<file path="config.mk">
export PLATFORM = sky130hd
export DESIGN_NAME = reglocator_walker
export DESIGN_NICKNAME = d
export VERILOG_FILES = /design/src/rtl/reglocator_walker.sv
export SDC_FILE = /design/constraint.sdc
export NUM_CORES = 1
export LEC_CHECK = 0
export BUFFER_PORTS_ARGS = -buffer_cell sky130_fd_sc_hd__buf_2
export CAP_MARGIN = 40
export CORE_AREA = 2 2 200 202
export CTS_CLUSTER_DIAMETER = 120
export DETAILED_ROUTE_END_ITERATION = 12
export DIE_AREA = 0 0 202 204
export PLACE_DENSITY = 0.47
export SYNTH_ARGS = -nofsm -noshare
export SYNTH_HDL_FRONTEND = slang
export SYNTH_SLANG_ARGS = --single-unit
</file>
<file path="constraint.sdc">
create_clock -name clk -period 3.5 [get_ports clk]
set_clock_uncertainty 0.1 [all_clocks]
set_input_delay 0.525 -clock clk [delete_from_list [all_inputs] [get_ports clk]]
set_output_delay 0.525 -clock clk [all_outputs]
set_load 0.01 [all_outputs]
</file>
<file path="src/rtl/reglocator_walker.sv">
module reglocator_walker #(
  parameter int AW     = 12,
  parameter int NBAR   = 6,
  parameter int LENW   = 12,
  parameter int LENLSB = 20
) (
  input  logic             clk,
  input  logic             rst_n,
  input  logic             start,
  input  logic [AW-1:0]    base_addr,
  output logic             rd_req,
  output logic [AW-1:0]    rd_addr,
  input  logic             rd_ack,
  input  logic [31:0]      rd_data,
  input  logic [64*NBAR-1:0] bar_size,
  output logic             desc_valid,
  input  logic             desc_ready,
  output logic [2:0]       desc_bar,
  output logic [63:0]      desc_offset,
  output logic             desc_ok,
  output logic             desc_last,
  output logic             busy,
  output logic             done
);
  localparam int CW = LENW - 3;
  localparam logic [AW-1:0]   HDR1_OFS  = AW'(4);
  localparam logic [AW-1:0]   FIRST_OFS = AW'(12);
  localparam logic [AW-1:0]   ENT_STEP  = AW'(8);
  localparam logic [AW-1:0]   HI_OFS    = AW'(4);
  localparam logic [LENW-1:0] FIXED_LEN = LENW'(12);

  typedef enum logic [2:0] {S_IDLE, S_LEN, S_LO, S_HI, S_OUT} st_t;

  st_t            st;
  logic [AW-1:0]  ptr;
  logic [CW-1:0]  cnt;
  logic [31:0]    lo_q, hi_q;

  logic [LENW-1:0] len_f, body;
  logic [CW-1:0]   n_ent;
  assign len_f = rd_data[LENLSB +: LENW];
  assign body  = len_f - FIXED_LEN;
  assign n_ent = (len_f < FIXED_LEN) ? '0 : body[LENW-1:3];

  always_ff @(posedge clk or negedge rst_n) begin
    if (!rst_n) begin
      st   <= S_IDLE;
      ptr  <= '0;
      cnt  <= '0;
      lo_q <= '0;
      hi_q <= '0;
      done <= 1'b0;
    end else begin
      done <= 1'b0;
      case (st)
        S_IDLE: if (start) begin
          ptr <= base_addr;
          st  <= S_LEN;
        end
        S_LEN: if (rd_ack) begin
          if (n_ent == '0) begin
            st   <= S_IDLE;
            done <= 1'b1;
          end else begin
            cnt <= n_ent;
            ptr <= ptr + FIRST_OFS;
            st  <= S_LO;
          end
        end
        S_LO: if (rd_ack) begin
          lo_q <= rd_data;
          st   <= S_HI;
        end
        S_HI: if (rd_ack) begin
          hi_q <= rd_data;
          st   <= S_OUT;
        end
        S_OUT: if (desc_ready) begin
          if (cnt == CW'(1)) begin
            st   <= S_IDLE;
            done <= 1'b1;
          end else begin
            cnt <= cnt - CW'(1);
            ptr <= ptr + ENT_STEP;
            st  <= S_LO;
          end
        end
        default: st <= S_IDLE;
      endcase
    end
  end

  assign busy   = (st != S_IDLE);
  assign rd_req = (st == S_LEN) || (st == S_LO) || (st == S_HI);

  always_comb begin
    case (st)
      S_LEN:   rd_addr = ptr + HDR1_OFS;
      S_HI:    rd_addr = ptr + HI_OFS;
      default: rd_addr = ptr;
    endcase
  end

  logic        bar_in;
  logic [2:0]  bar_c;
  logic [63:0] sel_size;
  assign desc_bar    = lo_q[2:0];
  assign desc_offset = {hi_q, lo_q[31:16], 16'h0000};
  assign bar_in      = int'(desc_bar) < NBAR;
  assign bar_c       = bar_in ? desc_bar : 3'd0;
  assign sel_size    = bar_size[64*int'(bar_c) +: 64];
  assign desc_ok     = bar_in && !(sel_size < desc_offset);
  assign desc_valid  = (st == S_OUT);
  assign desc_last   = (st == S_OUT) && (cnt == CW'(1));

  a_r4_req_hold: assert property (@(posedge clk) disable iff (!rst_n)
    rd_req && !rd_ack |=> rd_req && $stable(rd_addr));
  a_r4_aligned: assert property (@(posedge clk) disable iff (!rst_n)
    rd_req |-> rd_addr[1:0] == 2'b00);
  a_r7_desc_hold: assert property (@(posedge clk) disable iff (!rst_n)
    desc_valid && !desc_ready |=> desc_valid && $stable(desc_offset)
      && $stable(desc_bar) && $stable(desc_ok) && $stable(desc_last));
  a_r7_no_read_pending: assert property (@(posedge clk) disable iff (!rst_n)
    !(desc_valid && rd_req));
  a_r8_done_idle: assert property (@(posedge clk) disable iff (!rst_n)
    done |-> !busy && $past(busy));
  a_r8_start_busy: assert property (@(posedge clk) disable iff (!rst_n)
    busy && start && !done |=> busy || done);
endmodule

</file>
== Yosys cells after proc, flatten, opt, wreduce, memory -nomap -nowiden ==
Index checks and enable logic that the tools add are counted.
Word-level totals
  word-level logic and storage cells: 70
  flip-flop bits (word level): 89
Operators by class
  $add $sub $neg: 5
  magnitude comparators: 3
  shifts and indexed selects: 1
  reductions and logical operators: 16
  multiplexer cells: 27
  equality and inequality tests: 12
Operators by type and width (count)
  $shiftx 384x10->64: 1
  $mux 12: 6
  $lt 64x64->1: 1
  $mux 9: 5
  $pmux 12 s3: 1
  $add 12x4->12 const B: 2
  $mux 3: 6
  $pmux 9 s2: 1
  $pmux 3 s5: 1
  $add 12x3->12 const B: 1
  $lt 12x4->1 const B: 1
  $ne 2x2->1 const B: 6
  $sub 12x4->12 const B: 1
  $reduce_and 5->1: 2
  $eq 9x1->1 const B: 1
  $logic_not 9->1: 1
  $sub 9x1->9 const B: 1
  $eq 3x2->1 const B: 2
  $reduce_and 6->1: 1
  $reduce_bool 3->1: 2
  $mux 1: 4
  $mux 2: 2
  $reduce_and 2->1: 2
  $eq 3x1->1 const B: 1
  other kinds (10): 12

== Logic depth before layout (Yosys ltp) ==
Gate-level depths: netlist of the first run.
  word-level depth: 6
  depth in mapped cells: 14

== Least setup slack after synthesis of the first run ==
Ideal clock, no wire load.
  path kind: reg2out
  start point: register lo_q[0]
  end point: output desc_ok
  stages on the path, launching flop included: 14
  buffers on the path: 4
  data arrival time: 3.276 ns
  slack: -0.401 ns
  required time: 2.875 ns
  path through: dfrtp_1 -> buf_2 -> clkbuf_1 -> buf_1 -> buf_2 -> mux2i_1 -> o221ai_1 -> ha_1 -> a21o_1 -> a21o_1 -> a211oi_1 -> nor2_1 -> o31ai_1 -> a21oi_1
On the way
  word-level cells in the longest chain between the ends: 6
Ends and longest elaborated chain
  start: declaration: line 37  | logic [31:0] lo_q, hi_q;
  start signal: assignment: line 71  | lo_q <= rd_data;
  $lt 3x3->1: line 109  | assign bar_in = int'(desc_bar) < NBAR;
  $mux 3: line 110  | assign bar_c = bar_in ? desc_bar : 3'd0;
  $shiftx 384x10->64: line 111  | assign sel_size = bar_size[64*int'(bar_c) +: 64];
  $lt 64x64->1: line 112  | assign desc_ok = bar_in && !(sel_size < desc_offset);
  $logic_not 1->1: line 112
  $logic_and 1x1->1 (*): line 112
  end: declaration: line 20  | output logic desc_ok,
Every way passes the cells marked *; elsewhere a longest branch is shown, timed or not.

== Final worst setup path of the first run ==
Same ends and word-level chain as after synthesis.

==> flow_metrics.tcl, run 1 <==
set metrics [dict create \
    met2RoutedLength_um 19200 \
    ir_drop_mv 0.415 \
    area_growth_pct 53.7 \
    grt_overflow 0 \
    wl_met3_um 2570 \
    place_congestion 0.894 \
    muxShareOfSynthArea_pct 20.0 \
    worst_hold_slack_ns 0.0127 \
    antenna_found_initial 18 \
    synthFlopType "dfrtp_1" \
    ctsHtreeMaxLevel 3 \
    switching_power_mw 5.34 \
    layout_min_cycle_time_ns 3.96 \
    cp_data_arrival_time_ns 3.33 \
    cp-end-kind "primary output" \
    die_h_um 204 \
    synth_area_um2 7860 \
    p_per_area_nw_per_um2 954 \
    yosysUniqueCellTypes 77 \
    dp_slack_ns -0.995 \
    clock_sinks 76 \
    report.final.slew_viol_count 0 \
    synth_edf_count 0 \
    ios 518 \
    drt_iter0_drc 396 \
    start_util_pct 20.1 \
    ant_nets 0 \
    final_nets 1854 \
    yosysWarnings 0 \
    cts_tree "built" \
    vias 8891 \
    cts_root_buf "clkbuf_16" \
    num_rows 73 \
    firstDrtPassIters 4 \
    worst-path-max-fanout 8 \
    cts_buffer_depth 2 \
    grt_pass1_vias 9045 \
    grt_pass1_wl_um 55600 \
    clk_pin_slew_ns 0.07 \
    hold_viol_final 0 \
    die_w_um 202 \
    dieArea_um2 41200 \
    wl_um 38500 \
    layout_setup_ws_ns -0.456 \
    status "finished, violations left" \
    viasPerCell 4.67 \
    clkLatencyLatePin_ns 0.35 \
    setup_viol 1 \
    highest_layer "met5" \
    final_area_um2 12100 \
    async_flop_share_pct 100 \
    tightest_slew_ns 0.752 \
    period_share_pct 113 \
    cts_made_buffers 9 \
    slew_headroom_pct 49.7 \
    met1Wirelength_um 16000 \
    combPwrFrac_pct 74.7 \
    fin_util_pct 30.8 \
    p_seq_share_pct 15.5 \
    grt_start_max_net_pins 37 \
    violations "negative setup slack" \
    hold_path_class "primary input to async pin" \
    synth_compound_area_share_pct 22.7 \
    wl_per_cell_um 20.2 \
    p_int_mw 6.18 \
    synth-xor-area-share_pct 1.56 \
    seq_area_frac_synth_pct 24.2 \
    worst-endpoint-required_ns 2.87 \
    numPortBuffers 405 \
    synth_adder_area_share_pct 8.60 \
    placed_area_um2 11000 \
    dp_hpwl_um 30300 \
    drive_gt1_share_pct 50.9 \
    synth_top_family_by_area "compound AO/OA/AOI/OAI gates" \
    p_clk_share_pct 9.8 \
    grt_use_total_pct 18.0 \
    start_kind "register" \
    netlist_instances 912 \
    drv_cap 0 \
    fmax_mhz 253 \
    criticalPathCategory "register to primary output" \
    fp.coreArea_um2 39200 \
    drc_errors 0 \
    total_power_mw 11.5 \
    p_leak_nw 5.74 \
    ys_ff_latch 76 \
    swShare_pct 46.3 \
    avgSynthCellArea_um2 8.62 \
    rsz0062_at_grt "true" \
    synth-simple-area-share_pct 14.7 \
]
[final cells by class]
cell class                 instances  area, um2
tap                              525        657
sequential                        76       1910
multi-input combinational        705       5780
timing repair buffer             514       3140
clock buffer                       9        225
inverter                          61        231
antenna                            6       15.0
clock inverter                     7        123
fill                            4181      27100
[power by group through the flow]
| stage | registers [mW] | clock network, mW | logic, mW |
|---|---|---|---|
| 2_1_floorplan | 1.74 | 0 | 4.33 |
| 3_3_place_gp | 1.77 | 0 | 7.35 |
| 3_5_place_dp | 1.79 | 0 | 7.40 |
| 4_1_cts | 1.78 | 1.20 | 8.59 |
| 5_1_grt | 1.86 | 1.23 | 9.43 |
| 6_report | 1.79 | 1.13 | 8.61 |
[layer usage]
metal | track usage [%] | up-vias
met2 | 32.4 | 299
met3 | 4.72 | 51
met1 | 21.3 | 4235
met5 | 0 | -
li1 | - | 4284
met4 | 3.97 | 22
[cells by family (layout without fill, tap and decap cells)]
| group | after synthesis | in the layout |
|---|---|---|
| buffers and inverters | 146 | 591 |
| other | 1 | 22 |
| AO/OA/AOI/OAI | 255 | 255 |
| XOR/XNOR | 14 | 14 |
| AND/OR/NAND/NOR | 223 | 223 |
| flip-flops | 76 | 76 |
| adder cells (fa/ha/maj) | 54 | 54 |
| multiplexers | 143 | 143 |
[registers in the layout (all words and copies together), names as in the netlist]
name / flops
hi_q: 32
lo_q: 19
st: 3
ptr: 12
done: 1
cnt: 9
[synth_stat cells (all sizes together) (5+ instances only)]
cell    number  area (um2)
mux2i       91         911
dfrtp       76        1900
nand2       68         258
o21ai       63         315
inv         61         229
ha          54         676
clkbuf      52         195
mux2        46         529
o211ai      45         343
o221ai      41         359
or2         40         250
a21oi       36         180
buf         33         218
nor2        32         120
nand3       18        95.1
nor3        17        85.1
a31oi       14        87.6
a21o        10        75.1
nand4        8        50.1
xnor2        8        70.1
nand2b       7        43.8
mux4         6         135
nor2b        6        37.5
or3          6        42.5
xor2         6        52.6
a211oi       5        42.5
[stage by stage]
stage / std cells / setup TNS [ns]
detailed placement: 1860 / -0.995
finish: 1903 / -0.456
global placement: 1859 / -1.03
global route: 1900 / -0.632
CTS: 1896 / -0.508
floorplan: 927 / 0
[placed cells by master (no fill, tap or decap), types with 4 or more instances in the layout]
cell,Yosys,layout
o21ai_0,62,54
buf_4,18,80
clkbuf_16,0,9
o21ai_1,1,6
ha_1,54,49
a31oi_1,14,14
o22ai_1,4,4
xnor2_1,8,8
conb_1,1,16
mux2i_1,91,79
inv_1,60,60
mux2_2,43,42
o221ai_1,41,25
xor2_1,6,6
a21oi_1,36,29
buf_12,0,12
or2_2,40,39
mux2_4,3,4
mux2i_4,0,5
nand2b_1,7,5
a21oi_2,0,6
nor3_1,17,15
buf_2,3,404
mux2i_2,0,7
nor2_1,32,31
nor2b_1,6,5
mux4_2,6,6
or3_1,5,5
a211oi_2,1,4
nand4_1,8,8
o221ai_2,0,14
o211ai_1,44,44
nand2_1,67,64
buf_6,3,13
nand3_1,17,16
dfrtp_1,76,75
a21o_1,10,10
diode_2,0,6
[worst max-delay path: stages (launching register included)]
cell,delay (ns)
dfrtp_4,0.52
buf_12,0.17
buf_12,0.13
buf_6,0.13
mux4_2,0.42
mux2_4,0.30
ha_2,0.18
a21oi_2,0.16
buf_4,0.13
o211ai_1,0.10
a21oi_1,0.18
o21ai_2,0.11
o31ai_2,0.27
a21oi_2,0.04
buf_2,0.15
[final timing paths]
path	startpoint	end	slack, ns	cells after the start
max	lo_q[0]$_DFFE_PN0P_	desc_ok	-0.46	14
max in group asynchronous	rst_n	lo_q[31]$_DFFE_PN0P_	2.68	2
min	rst_n	ptr[8]$_DFFE_PN0P_	0.01	1
max reg2reg	cnt[1]$_DFFE_PN0P_	ptr[5]$_DFFE_PN0P_	0.83	8
min in group clk	rd_data[16]	lo_q[16]$_DFFE_PN0P_	0.30	3
min reg2reg	ptr[0]$_DFFE_PN0P_	ptr[0]$_DFFE_PN0P_	0.41	1
[repair_timing]
action / CTS / global route
resized for setup: 96 / 14
setup endpoints to repair: 1 / 1
pin swaps: 38 / 13
setup buffers: 17 / 2
hold buffers: 0 / 0
cloned: 4 / 0
Note: power is estimated with default switching activity, not from simulation.
==> run 2: changes to the inputs <==
--- a/config.mk
+++ b/config.mk
@@ -7,11 +7,11 @@
 export LEC_CHECK = 0
 export BUFFER_PORTS_ARGS = -buffer_cell sky130_fd_sc_hd__buf_2
 export CAP_MARGIN = 40
-export CORE_AREA = 2 2 200 202
+export CORE_AREA = 2 2 203 205
 export CTS_CLUSTER_DIAMETER = 120
 export DETAILED_ROUTE_END_ITERATION = 12
-export DIE_AREA = 0 0 202 204
-export PLACE_DENSITY = 0.47
+export DIE_AREA = 0 0 205 207
+export PLACE_DENSITY = 0.44
 export SYNTH_ARGS = -nofsm -noshare
 export SYNTH_HDL_FRONTEND = slang
 export SYNTH_SLANG_ARGS = --single-unit
==> constraint.sdc (replaced) <==
create_clock -name clk -period 4.6 [get_ports clk]
set_clock_uncertainty 0.1 [all_clocks]
set_input_delay 0.69 -clock clk [delete_from_list [all_inputs] [get_ports clk]]
set_output_delay 0.69 -clock clk [all_outputs]
set_load 0.01 [all_outputs]
==> run 2 against run 1 <==
Compared with the run above:
- the flow now finishes without violations
- combinational power is 39% lower
- register-to-register slack improved by 0.81 ns
- sequential power fell by 23%
- power is 36% lower
- routed wire length down 6.8%
- utilization fell by 3.7 points
- setup slack better by 0.69 ns
- final cell count fell by 3.9%
- worst hold slack better by 0.29 ns
- critical endpoint unchanged
- largest cell class unchanged
- largest power group unchanged
- highest routed layer unchanged
==> flow_metrics.tcl, run 2 (synthesized netlist as in run 1, its figures left out) <==
set metrics [dict create \
    status "complete, no violations" \
    cts_made_buffers 9 \
    clock_sinks 76 \
    ant_nets 0 \
    vias 8536 \
    path_depth 13 \
    firstDrtPassIters 5 \
    dp_slack_ns 0.0347 \
    die_w_um 205 \
    r2r_end "ptr[4]$_DFFE_PN0P_" \
    clk_pin_slew_ns 0.07 \
    cts_tree "built" \
    start_util_pct 19.5 \
    cts_buffer_depth 2 \
    startpoint "lo_q[0]$_DFFE_PN0P_" \
    clkLatencyLatePin_ns 0.36 \
    cp-end-kind "primary output" \
    hold_path_class "primary input to async pin" \
    worst_hold_slack_ns 0.301 \
    layout_setup_ws_ns 0.232 \
    die_h_um 207 \
    final_common_cell "buf_2" \
    wl_um 35800 \
    layout_min_cycle_time_ns 4.37 \
    ios 518 \
    grt_use_total_pct 16.3 \
    drt_iter0_drc 518 \
    p_per_area_nw_per_um2 672 \
    ir_drop_mv 0.292 \
    drv_cap 0 \
    start_kind "register" \
    reg2reg_setup_slack_ns 1.64 \
    worst-endpoint-required_ns 3.81 \
    critPathCapture "desc_ok" \
    path_common_cell "a21oi_1" \
    area_growth_pct 39.3 \
    period_share_pct 95.0 \
    setup_viol 0 \
    fmax_mhz 229 \
    antenna_cells 0 \
    tightest_slew_ns 0.784 \
    criticalPathCategory "register to primary output" \
    layout_common_cells "buf_2, mux2i_1, dfrtp_1, nand2_1, o21ai_0" \
    drc_errors 0 \
    critical_path.top_delay_family "compound AO/OA/AOI/OAI gates" \
    regToRegStartpoint "cnt[0]$_DFFE_PN0P_" \
    dp_hpwl_um 28000 \
    grt_pass1_vias 8719 \
    grt_start_max_net_pins 51 \
    cts_root_buf "clkbuf_16" \
    top_regs "hi_q x32, lo_q x19, ptr x12" \
    r2r_cells 7 \
    timing.critical_path.buf_inv 4 \
    final_nets 1779 \
    numPortBuffers 405 \
    wl_per_cell_um 19.6 \
    hold_viol_final 0 \
    fillers 4446 \
    p_leak_nw 5.24 \
    drive_gt1_share_pct 44.6 \
    worstPathCellList "buf_12, buf_4, buf_4, mux4_2, mux2_2, ha_1, a21oi_1, o211ai_1, a21oi_1, o21ai_0, o31ai_1, a21oi_1, buf_2" \
    worst-path-max-fanout 26 \
    cp_data_arrival_time_ns 3.58 \
    place_congestion 0.835 \
    grt_pass1_wl_um 51800 \
    largest_reg_flops 32 \
    slew_headroom_pct 47.3 \
    antenna_found_initial 8 \
    worst_path_largest_cell_delay_ns 0.51 \
    num_rows 74 \
    top_register "hi_q" \
    worst_path_max_delay_cell "mux4_2" \
    viasPerCell 4.67 \
    report.final.slew_viol_count 0 \
    dieArea_um2 42400 \
    fp.coreArea_um2 40400 \
    holdBufCountCts 0 \
    grt_overflow 0 \
    ctsHtreeMaxLevel 3 \
]
## run 2: cell count changes in the layout (fill, tap and decap cells not counted), sizes merged, moves of 3 or more
cell | before | now
buf | 512 | 438
bufinv | 3 | 0
diode | 6 | 0
inv | 62 | 65
## run 2: area by class of cell
cell class / instances / area [um2] / share of cell area [%]
Clock buffer: 9 / 225 / 2.06
Clock inverter: 7 / 57.6 / 0.526
Inverter: 61 / 229 / 2.09
Multi-Input combinational cell: 705 / 5460 / 49.9
Sequential cell: 76 / 1910 / 17.4
Tap cell: 532 / 666 / 6.08
Timing Repair Buffer: 439 / 2400 / 21.9
## run 2: worst min path at each step
stage,start,end,slack (ns),cells past startpoint
after CTS,rst_n,ptr[7]$_DFFE_PN0P_,0.31,1
after global routing,rst_n,ptr[6]$_DFFE_PN0P_,0.35,1
after detailed placement,ptr[1]$_DFFE_PN0P_,ptr[1]$_DFFE_PN0P_,0.40,1
after floorplan,rst_n,cnt[0]$_DFFE_PN0P_,0.29,0
after global placement,ptr[0]$_DFFE_PN0P_,ptr[0]$_DFFE_PN0P_,0.39,1
final,rst_n,ptr[9]$_DFFE_PN0P_,0.30,1
## run 2: layer usage
metal	vias up	GRT usage [%]	routed length, um
met5	-	0	71
met4	12	4.29	541
met3	48	3.68	2580
met2	330	28.9	17800
met1	4006	19.6	14900
li1	4140	-	-
## run 2: stage by stage
step	cells	total power [mW]	setup TNS [ns]	cell area, um2	util [%]
floorplan	927	4.61	0	7920	-
global placement	1811	6.56	0	10600	26.2
detailed placement	1811	6.61	0	10600	26.2
CTS	1829	7.50	0	10900	27.1
global route	1829	8.07	-0.0218	10900	27.1
finish	1829	7.36	0	10900	27.1
## run 2: repair_timing
item | 4_1_cts | 5_1_grt
gates cloned | 1 | 0
setup endpoints to repair | 1 | 1
resized for setup | 10 | 5
pin swaps | 1 | 1
buffers inserted | 1 | 0
## run 2: power by group
part           switching, mW  total (mW)  internal (mW)
logic                   2.91        5.25           2.34
registers              0.364        1.37           1.00
clock network          0.363       0.738          0.375
total                   3.64        7.36           3.72
==> run 3: changes to the inputs <==
--- a/config.mk
+++ b/config.mk
@@ -12,6 +12,7 @@
 export DETAILED_ROUTE_END_ITERATION = 12
 export DIE_AREA = 0 0 205 207
 export PLACE_DENSITY = 0.44
+export RECOVER_POWER = 100
 export SYNTH_ARGS = -nofsm -noshare
 export SYNTH_HDL_FRONTEND = slang
 export SYNTH_SLANG_ARGS = --single-unit
==> run 3 against run 2 <==
Compared with the run above:
- highest routed layer unchanged
- non-clock buffer count unchanged
- critical path type unchanged
- combinational power down 2%
- routed wire length about the same
- largest power group unchanged
- power down 1.4%
- the flow now finishes with violations (max-capacitance violations, max-slew violations)
- final area down 1.4%
- global-route usage unchanged
- via count down 0.12%
==> flow_metrics.tcl, run 3 (synthesized netlist as in run 1, its figures left out) <==
set metrics [dict create \
    start_util_pct 19.5 \
    top_register "hi_q" \
    p_per_area_nw_per_um2 672 \
    criticalPathCategory "register to primary output" \
    combPwrFrac_pct 70.9 \
    drive_gt1_share_pct 38.6 \
    placed_area_um2 10600 \
    start_kind "register" \
    drv_cap 3 \
    area_growth_pct 37.4 \
    switching_power_mw 3.63 \
    setup_viol 0 \
    cts_made_buffers 9 \
    grt_pass1_vias 8719 \
    r2r_cells 9 \
    p_seq_share_pct 18.9 \
    layout_min_cycle_time_ns 4.38 \
    final_common_cell "buf_2" \
    ctsHtreeMaxLevel 3 \
    slew_headroom_pct -118 \
    hold_depth 1 \
    tightest_slew_ns 3.26 \
    antenna_cells 0 \
    clk_pin_slew_ns 0.08 \
    drc_errors 0 \
    clock_sinks 76 \
    reg2reg_setup_slack_ns 1.05 \
    top_regs "hi_q x32, lo_q x19, ptr x12" \
    num_rows 74 \
    drt_iter0_drc 419 \
    report.final.slew_viol_count 122 \
    final_area_um2 10800 \
    fmax_mhz 228 \
    fp.coreArea_um2 40400 \
    largest_reg_flops 32 \
    viasPerCell 4.66 \
    firstDrtPassIters 4 \
    grt_start_max_net_pins 51 \
    tns_ns 0 \
    wl_um 35800 \
    startpoint "lo_q[0]$_DFFE_PN0P_" \
    r2r_end "ptr[5]$_DFFE_PN0P_" \
    cts_root_buf "clkbuf_16" \
    vias 8526 \
    ir_drop_mv 0.291 \
    total_power_mw 7.26 \
    hold_path_class "register to register" \
    ios 518 \
    numPortBuffers 405 \
    worst-path-max-fanout 26 \
    dp.cells 1811 \
    dp_hpwl_um 28000 \
    violations "max-capacitance violations, max-slew violations" \
    fillers 4469 \
    grt_use_total_pct 16.3 \
    p_clk_share_pct 10.1 \
    place_congestion 0.835 \
    worst-endpoint-required_ns 3.81 \
    wl_per_cell_um 19.6 \
    antenna_found_initial 8 \
    cts_tree "built" \
    swShare_pct 50.1 \
    die_w_um 205 \
    regToRegStartpoint "st[1]$_DFFE_PN0P_" \
    status "finished, violations left" \
    worst_hold_slack_ns 0.420 \
    p_leak_nw 5.01 \
    min_to "ptr[1]$_DFFE_PN0P_" \
    final_nets 1779 \
    grt_overflow 0 \
    dieArea_um2 42400 \
    grt_pass1_wl_um 51800 \
    die_h_um 207 \
    fin_cells 1829 \
    hold_viol_final 0 \
    cp_data_arrival_time_ns 3.59 \
    p_int_mw 3.62 \
    min-delay-start "ptr[1]$_DFFE_PN0P_" \
    cts_buffer_depth 2 \
    layout_common_cells "buf_2, mux2i_1, dfrtp_1, clkbuf_1, nand2_1" \
    clkLatencyLatePin_ns 0.36 \
    cp-end-kind "primary output" \
    ant_nets 0 \
    period_share_pct 95.3 \
]
run 3: cell types whose count changed in the layout (fill, tap and decap cells not counted), moves of 2 or more:
cell | before | now
buf_2 | 404 | 339
mux2_1 | 0 | 2
mux2_4 | 3 | 1
buf_4 | 27 | 20
clkbuf_1 | 0 | 71
run 3: metal layers:
metal	global-route usage (%)	part of all wire, %	vias up
met1	19.6	41	4015
met5	0	0.18	-
met4	4.29	1.6	12
met2	28.9	50	313
li1	-	-	4138
met3	3.68	7.3	48
run 3: power groups by stage:
stage	Combinational [mW]	Sequential, mW	Clock [mW]
after floorplan	3.28	1.33	0
after global placement	5.19	1.36	0
after detailed placement	5.23	1.38	0
after CTS	5.36	1.37	0.777
after global routing	5.74	1.44	0.798
final	5.15	1.37	0.737
run 3: final cells by class:
cell class	instances	area, um2	share of cell area, %
Multi-Input combinational cell	705	5420	50.2
Clock inverter	7	57.6	0.533
Clock buffer	9	225	2.09
Tap cell	532	666	6.17
Inverter	61	229	2.12
Timing Repair Buffer	439	2290	21.2
Sequential cell	76	1910	17.7
run 3: through the flow:
step	worst slack, ns	utilization, %
final	0.215	26.7
after floorplan	0.534	-
after global placement	0.131	26.2
after global routing	-0.0218	26.7
after CTS	0.0115	27.1
after detailed placement	0.0347	26.2
run 3: how the worst max path moves through the flow:
stage | end | slack, ns
5_1_grt | desc_ok | -0.02
3_5_place_dp | desc_ok | 0.03
3_3_place_gp | desc_ok | 0.13
4_1_cts | desc_ok | 0.01
2_1_floorplan | desc_ok | 0.53
6_report | desc_ok | 0.22
run 3: repair_timing:
item,CTS,global route
gates cloned,1,0
hold buffers,0,0
setup endpoints to repair,1,1
endpoints found under the hold margin,0,0
pin swaps,1,1
setup buffers,1,0
gates resized for setup,10,5
run 3: worst max-delay path, stage by stage (launching register included):
cell      delay [ns]
dfrtp_4         0.52
buf_12          0.20
buf_12          0.18
or2_2           0.30
o211ai_1        0.10
o221ai_1        0.19
ha_1            0.33
a211oi_1        0.26
o21ai_0         0.19
nor4_1          0.34
a21oi_2         0.12
o21ai_2         0.22
a21oi_1         0.10
buf_2           0.16
